[src/rtl/pdw_pkg.sv]
// Shared types for the power-down sequencer.
// Assumes: one always-on clock domain for all of the block's logic.
package pdw_pkg;
    typedef enum logic [1:0] {
        ST_RUN   = 2'd0,
        ST_SLEEP = 2'd1,
        ST_WAKE  = 2'd2
    } pdw_state_t;

    localparam int CAUSE_W = 4;
    localparam int CZ_RST  = 0;
    localparam int CZ_PIN  = 1;
    localparam int CZ_IRQ  = 2;
    localparam int CZ_WDT  = 3;
endpackage

[src/rtl/pdw_pin_sync.sv]
// Port-pin synchronizer and falling-edge finder.
// Each pin passes through SYNC_STAGES flops, followed by one history flop.
// A fall is a synchronized high followed by a synchronized low on a pin whose
// enable bit is set. Assumes: pins idle high, so the reset value is all ones.
module pdw_pin_sync #(
    parameter int NPINS       = 8,
    parameter int SYNC_STAGES = 2
) (
    input  logic             clk,
    input  logic             rst_n,
    input  logic [NPINS-1:0] pins,
    input  logic [NPINS-1:0] enable,
    output logic             fall_any
);
    localparam int CHAIN = SYNC_STAGES + 1;

    logic [NPINS-1:0] fall_vec;

    for (genvar g = 0; g < NPINS; g++) begin : g_pin
        logic [CHAIN-1:0] chain;

        // Shift the pin through the synchronizer and history flops.
        always_ff @(posedge clk) begin
            if (!rst_n) chain <= '1;
            else        chain <= {chain[CHAIN-2:0], pins[g]};
        end

        // Mark an enabled high-to-low transition.
        assign fall_vec[g] = enable[g] & chain[CHAIN-1] & ~chain[CHAIN-2];
    end

    assign fall_any = |fall_vec;
endmodule

[src/rtl/pdw_wake_arb.sv]
// Fixed-priority wake arbiter: reset, then watchdog, then interrupt, then pin.
// Purely combinational. Assumes: the inputs are already in the clk domain.
module pdw_wake_arb
    import pdw_pkg::*;
(
    input  logic               ext_reset,
    input  logic               wdt_ovf,
    input  logic               irq,
    input  logic               pin_fall,
    output logic [CAUSE_W-1:0] cause,
    output logic               any
);
    // Pick the single highest-priority pending source.
    always_comb begin
        cause = '0;
        if (ext_reset)    cause[CZ_RST] = 1'b1;
        else if (wdt_ovf) cause[CZ_WDT] = 1'b1;
        else if (irq)     cause[CZ_IRQ] = 1'b1;
        else if (pin_fall) cause[CZ_PIN] = 1'b1;
    end

    assign any = |cause;
endmodule

[src/rtl/pdw_seq.sv]
// Sleep state machine, status flags and watchdog enable.
// States: RUN, then SLEEP after a halt, then WAKE for one cycle, then RUN.
// Assumes: halt_req and clrwdt_req only arrive while the core runs.
module pdw_seq
    import pdw_pkg::*;
(
    input  logic               clk,
    input  logic               rst_n,
    input  logic               halt_req,
    input  logic               clrwdt_req,
    input  logic               ext_reset,
    input  logic               wdt_src_sys,
    input  logic               wake_any,
    input  logic [CAUSE_W-1:0] wake_sel,
    output logic               core_clk_en,
    output logic               sleeping,
    output logic [CAUSE_W-1:0] wake_cause,
    output logic               pcsp_rst,
    output logic               full_rst,
    output logic               pdf,
    output logic               to_flag,
    output logic               wdt_clr,
    output logic               wdt_run
);
    pdw_state_t state;

    // Step the sequencer and update flags, strobes and watchdog control.
    always_ff @(posedge clk) begin
        if (!rst_n) begin
            state       <= ST_RUN;
            core_clk_en <= 1'b1;
            wake_cause  <= '0;
            pcsp_rst    <= 1'b0;
            full_rst    <= 1'b0;
            pdf         <= 1'b0;
            to_flag     <= 1'b0;
            wdt_clr     <= 1'b0;
            wdt_run     <= 1'b1;
        end else begin
            pcsp_rst <= 1'b0;
            full_rst <= 1'b0;
            wdt_clr  <= 1'b0;
            unique case (state)
                ST_RUN: begin
                    if (ext_reset) begin
                        full_rst <= 1'b1;
                    end else if (halt_req) begin
                        state       <= ST_SLEEP;
                        core_clk_en <= 1'b0;
                        pdf         <= 1'b1;
                        to_flag     <= 1'b0;
                        wake_cause  <= '0;
                        wdt_clr     <= ~wdt_src_sys;
                        wdt_run     <= ~wdt_src_sys;
                    end else if (clrwdt_req) begin
                        pdf <= 1'b0;
                    end
                end
                ST_SLEEP: begin
                    if (wake_any) begin
                        state      <= ST_WAKE;
                        wake_cause <= wake_sel;
                        if (wake_sel[CZ_WDT]) to_flag <= 1'b1;
                    end
                end
                ST_WAKE: begin
                    state       <= ST_RUN;
                    core_clk_en <= 1'b1;
                    wdt_run     <= 1'b1;
                    pcsp_rst    <= wake_cause[CZ_WDT];
                    full_rst    <= wake_cause[CZ_RST];
                end
                default: state <= ST_RUN;
            endcase
        end
    end

    assign sleeping = (state != ST_RUN);

    p_halt_enter_r2: assert property (@(posedge clk) disable iff (!rst_n)
        (!sleeping && halt_req && !ext_reset)
        |=> (sleeping && !core_clk_en && pdf && !to_flag && wake_cause == '0));

    p_clrwdt_r3: assert property (@(posedge clk) disable iff (!rst_n)
        (!sleeping && clrwdt_req && !halt_req && !ext_reset) |=> !pdf);

    p_to_cause_r7: assert property (@(posedge clk) disable iff (!rst_n)
        $rose(to_flag) |-> wake_cause[CZ_WDT]);

    p_pcsp_pair_r7: assert property (@(posedge clk) disable iff (!rst_n)
        pcsp_rst |-> (core_clk_en && wake_cause[CZ_WDT] && !full_rst));

    p_wake_gap_r10: assert property (@(posedge clk) disable iff (!rst_n)
        $rose(core_clk_en) |-> ($past(wake_cause) != '0 && !sleeping));

    p_wdt_ctl_r11: assert property (@(posedge clk) disable iff (!rst_n)
        $rose(sleeping) |-> (wdt_run == !$past(wdt_src_sys) && wdt_clr == wdt_run));

    p_onehot_r12: assert property (@(posedge clk) disable iff (!rst_n)
        $onehot0(wake_cause));

    p_cause_hold_r12: assert property (@(posedge clk) disable iff (!rst_n)
        (!sleeping && !(halt_req && !ext_reset)) |=> $stable(wake_cause));

    p_run_reset_r13: assert property (@(posedge clk) disable iff (!rst_n)
        (!sleeping && ext_reset) |=> (full_rst && !sleeping && core_clk_en));
endmodule

[src/rtl/pdwake_ctrl.sv]
// Top of the power-down and wake-up sequencer.
// Joins the pin edge finder, the wake arbiter and the sequencer.
// Assumes: clk never stops, and every input except port_in is synchronous to clk.
module pdwake_ctrl
    import pdw_pkg::*;
#(
    parameter int NPINS       = 8,
    parameter int SYNC_STAGES = 2
) (
    input  logic               clk,
    input  logic               rst_n,
    input  logic               halt_req,
    input  logic               clrwdt_req,
    input  logic               ext_reset,
    input  logic               irq,
    input  logic               wdt_ovf,
    input  logic               wdt_src_sys,
    input  logic [NPINS-1:0]   port_in,
    input  logic [NPINS-1:0]   wake_enable,
    output logic               core_clk_en,
    output logic               sleeping,
    output logic [CAUSE_W-1:0] wake_cause,
    output logic               pcsp_rst,
    output logic               full_rst,
    output logic               pdf,
    output logic               to_flag,
    output logic               wdt_clr,
    output logic               wdt_run
);
    logic               pin_fall;
    logic [CAUSE_W-1:0] sel;
    logic               any;

    pdw_pin_sync #(.NPINS(NPINS), .SYNC_STAGES(SYNC_STAGES)) u_pins (
        .clk      (clk),
        .rst_n    (rst_n),
        .pins     (port_in),
        .enable   (wake_enable),
        .fall_any (pin_fall)
    );

    pdw_wake_arb u_arb (
        .ext_reset (ext_reset),
        .wdt_ovf   (wdt_ovf),
        .irq       (irq),
        .pin_fall  (pin_fall),
        .cause     (sel),
        .any       (any)
    );

    pdw_seq u_seq (
        .clk         (clk),
        .rst_n       (rst_n),
        .halt_req    (halt_req),
        .clrwdt_req  (clrwdt_req),
        .ext_reset   (ext_reset),
        .wdt_src_sys (wdt_src_sys),
        .wake_any    (any),
        .wake_sel    (sel),
        .core_clk_en (core_clk_en),
        .sleeping    (sleeping),
        .wake_cause  (wake_cause),
        .pcsp_rst    (pcsp_rst),
        .full_rst    (full_rst),
        .pdf         (pdf),
        .to_flag     (to_flag),
        .wdt_clr     (wdt_clr),
        .wdt_run     (wdt_run)
    );
endmodule

[config.mk]
export PLATFORM = sky130hd
export DESIGN_NAME = pdwake_ctrl
export DESIGN_NICKNAME = d
export VERILOG_FILES = /design/src/rtl/pdw_pkg.sv /design/src/rtl/pdw_pin_sync.sv /design/src/rtl/pdw_wake_arb.sv /design/src/rtl/pdw_seq.sv /design/src/rtl/pdwake_ctrl.sv
export SDC_FILE = /design/constraint.sdc
export NUM_CORES = 1
export LEC_CHECK = 0
export ABC_AREA = 1
export BUFFER_PORTS_ARGS = -buffer_cell sky130_fd_sc_hd__buf_2
export CORE_MARGIN = 1
export CORE_UTILIZATION = 53
export DETAILED_ROUTE_END_ITERATION = 10
export GPL_TIMING_DRIVEN = 1
export PLACE_DENSITY_LB_ADDON = 0.15
export SLEW_MARGIN = 20
export SYNTH_ARGS = -nofsm -noshare
export SYNTH_HDL_FRONTEND = slang
export SYNTH_SLANG_ARGS = --single-unit
[constraint.sdc]
create_clock -name clk -period 1.8 [get_ports clk]
set_input_delay 0.36 -clock clk [delete_from_list [all_inputs] [get_ports clk]]
set_output_delay 0.36 -clock clk [all_outputs]
set_load 0.05 [all_outputs]
==> results.json <==
{
  "cts_resized": 0,
  "cellPowerDensity_nw_per_um2": 1050,
  "drc_errors": 0,
  "r2r_slack_ns": 0.54,
  "cts_setup_buffers": 0,
  "worstHoldStart": "wdt_src_sys",
  "synth_top_area_share": 0.571,
  "status": "complete, no violations",
  "ir_drop_mv": 0.737,
  "p_total_mw": 1.66,
  "fin_setup_tns_ns": 0,
  "wl_um": 2320,
  "yosys_warnings": 0,
  "clk_pin_slew_ns": 0.10,
  "cts_buffers": 5,
  "clock_skew_ns": 0.00458,
  "cts_sinks": 37,
  "io_pins": 36,
  "max_slew_margin": 0.622,
  "async_reset_ff_frac": 0,
  "row_count": 17,
  "hold_viol_final": 0,
  "critPathRequiredTime_ns": 1.44,
  "cp.arrival_ns": 1.19,
  "yosysSeqAreaShare": 0.571,
  "drtAntennaViolNets": 0,
  "initial_utilization": 0.575,
  "fin_nets": 219,
  "worstSetupStartpointType": "register",
  "antenna_found_initial": 0,
  "synth-seq-cells": 37,
  "leakagePower_nw": 0.813,
  "grt_max_degree": 23,
  "setup_viol": 0,
  "drtIter0Drc": 13,
  "cts_tree": "yes",
  "finalInstanceArea_um2": 1580,
  "r2r_start": "u_pins.g_pin[4].chain[1]$_SDFF_PN1_",
  "dp.cells": 216,
  "drv_slew": 0,
  "antenna_cells": 0,
  "cts_buffer_depth": 2,
  "crit_path_end_kind": "output pin",
  "whs_path_depth": 2,
  "synthesis.area_um2": 1300,
  "yosys.cell_count.top_type": "dfxtp_1",
  "htreeDepth": 2,
  "track_usage": 0.205,
  "syn_to_final_growth_pct": 22.1,
  "syn_nets": 180,
  "layout-drive-gt1-share": 0.347,
  "hold_end": "u_seq.wdt_clr$_SDFF_PP0_",
  "min_period_ns": 1.55,
  "grt-ovfl-total": 0,
  "viasPerCell": 4.64,
  "synth.area.top_cells": "dfxtp_1 (57%), or2_2 (7.7%), nand3_1 (6.9%)",
  "synth_common_cells": "dfxtp_1 (37), inv_1 (23), nand2_1 (21)",
  "num_vias": 1039,
  "synth_top_area_cell": "dfxtp_1",
  "die_h_um": 51.5,
  "min_period_over_period": 0.864,
  "grt_first_pass_wirelength_um": 3860,
  "rsz0062_at_grt": "no",
  "gp_congestion": 0.834,
  "port-buffer-count": 35,
  "netlist_instances": 156,
  "holdBufCountCts": 0,
  "coreArea_um2": 2250,
  "synth-edff-count": 0,
  "worst-setup-path-type": "reg2out",
  "place_area_um2": 1500,
  "max_freq_ghz": 0.643,
  "clk_latency_ns": 0.33,
  "drt_pass1_iterations": 4,
  "maxCapViolations": 0,
  "synth_ff_type": "dfxtp_1",
  "grt_pass1_vias": 996,
  "finalNonFillerCells": 224,
  "fp.dieW_um": 51.5,
  "reg2regPathDepth": 9,
  "wire_per_inst_um": 10.3,
  "avgSynthCellArea_um2": 8.32,
  "path_max_fanout": 5,
  "worst_pin_slew_ns": 0.566,
  "clockRootBuffer": "clkbuf_4",
  "die_area_um2": 2650,
  "place_hpwl_um": 1730,
  "worst_r2r_endpoint": "u_seq.wake_cause[0]$_SDFFE_PN0P_",
  "synth_cell_type_count": 19,
  "hp-class": "in2reg"
}
## cell type report
| cell class | instances | area (µm²) |
|---|---|---|
| flip-flops and latches | 37 | 741 |
| clock inverters | 1 | 30.0 |
| multi-input cells | 90 | 447 |
| fillers | 178 | 671 |
| inverters | 25 | 93.8 |
| well taps | 28 | 35.0 |
| repair buffers | 36 | 183 |
| clock buffers | 7 | 55.1 |
## stage by stage
stage                util  setup WS (ns)  hold slack (ns)
global placement    0.665          0.458            0.394
finish              0.703          0.246            0.193
global route        0.703          0.117            0.170
CTS                 0.703          0.240            0.179
floorplan               -          0.393            0.392
detailed placement  0.665          0.419            0.397
## state kept, by name, indices dropped and copies added (netlist names)
signal,count
u_seq.pdf,1
u_seq.full_rst,1
u_seq.state,2
u_pins.g_pin.chain,24
u_seq.pcsp_rst,1
u_seq.wake_cause,4
u_seq.core_clk_en,1
u_seq.to_flag,1
u_seq.wdt_clr,1
u_seq.wdt_run,1
## cells in the final DEF, fill, tap and decap left out
master / count
nor2_1: 19
nor3_1: 2
o21ai_0: 1
nor3_2: 1
a21oi_2: 1
a21oi_1: 3
inv_2: 2
buf_2: 35
or2_2: 16
dfxtp_1: 37
nand2_2: 2
clkbuf_8: 1
clkbuf_4: 5
nand4_1: 2
bufinv_16: 1
o32ai_1: 1
nor2_2: 2
nand2_1: 21
nand3_1: 18
nor2_4: 1
inv_1: 23
buf_4: 1
clkbuf_1: 1
## per-layer routing
metal | wire length, µm | GRT usage
met2 | 1060 | 0.353
met1 | 1090 | 0.224
met4 | 45 | 0.0946
met3 | 121 | 0.0685
met5 | 0 | 0
## kinds of logic (layout without fill, tap and decap cells)
group / after synthesis / after routing / share of synthesized area
and+or+nand+nor: 84 / 84 / 0.315
DFF: 37 / 37 / 0.571
buffers and inverters: 29 / 69 / 0.0849
AOI/OAI and AO/OA: 6 / 6 / 0.0289
## report_power, final
group          internal (mW)  switching [mW]  total [mW]
Clock                  0.332           0.252       0.584
Combinational         0.0662           0.136       0.203
Sequential             0.856          0.0132       0.869
## worst max path at each step
stage                                     start                                to  cells past startpoint
floorplan           u_seq.state[1]$_SDFFE_PN0P_  u_seq.wake_cause[2]$_SDFFE_PN0P_                      7
global placement                 wake_enable[4]  u_seq.wake_cause[1]$_SDFFE_PN0P_                      9
detailed placement                    ext_reset  u_seq.wake_cause[1]$_SDFFE_PN0P_                      7
CTS                 u_seq.state[0]$_SDFFE_PN0P_                          sleeping                      3
global route        u_seq.state[0]$_SDFFE_PN0P_                          sleeping                      3
finish              u_seq.state[0]$_SDFFE_PN0P_                          sleeping                      3
## critical path, stage by stage, from the launching register on
cell and delay (ns):
dfxtp_1 0.42, inv_2 0.07, nand2_1 0.09, buf_2 0.27
Note: power is estimated with default switching activity, not from simulation.
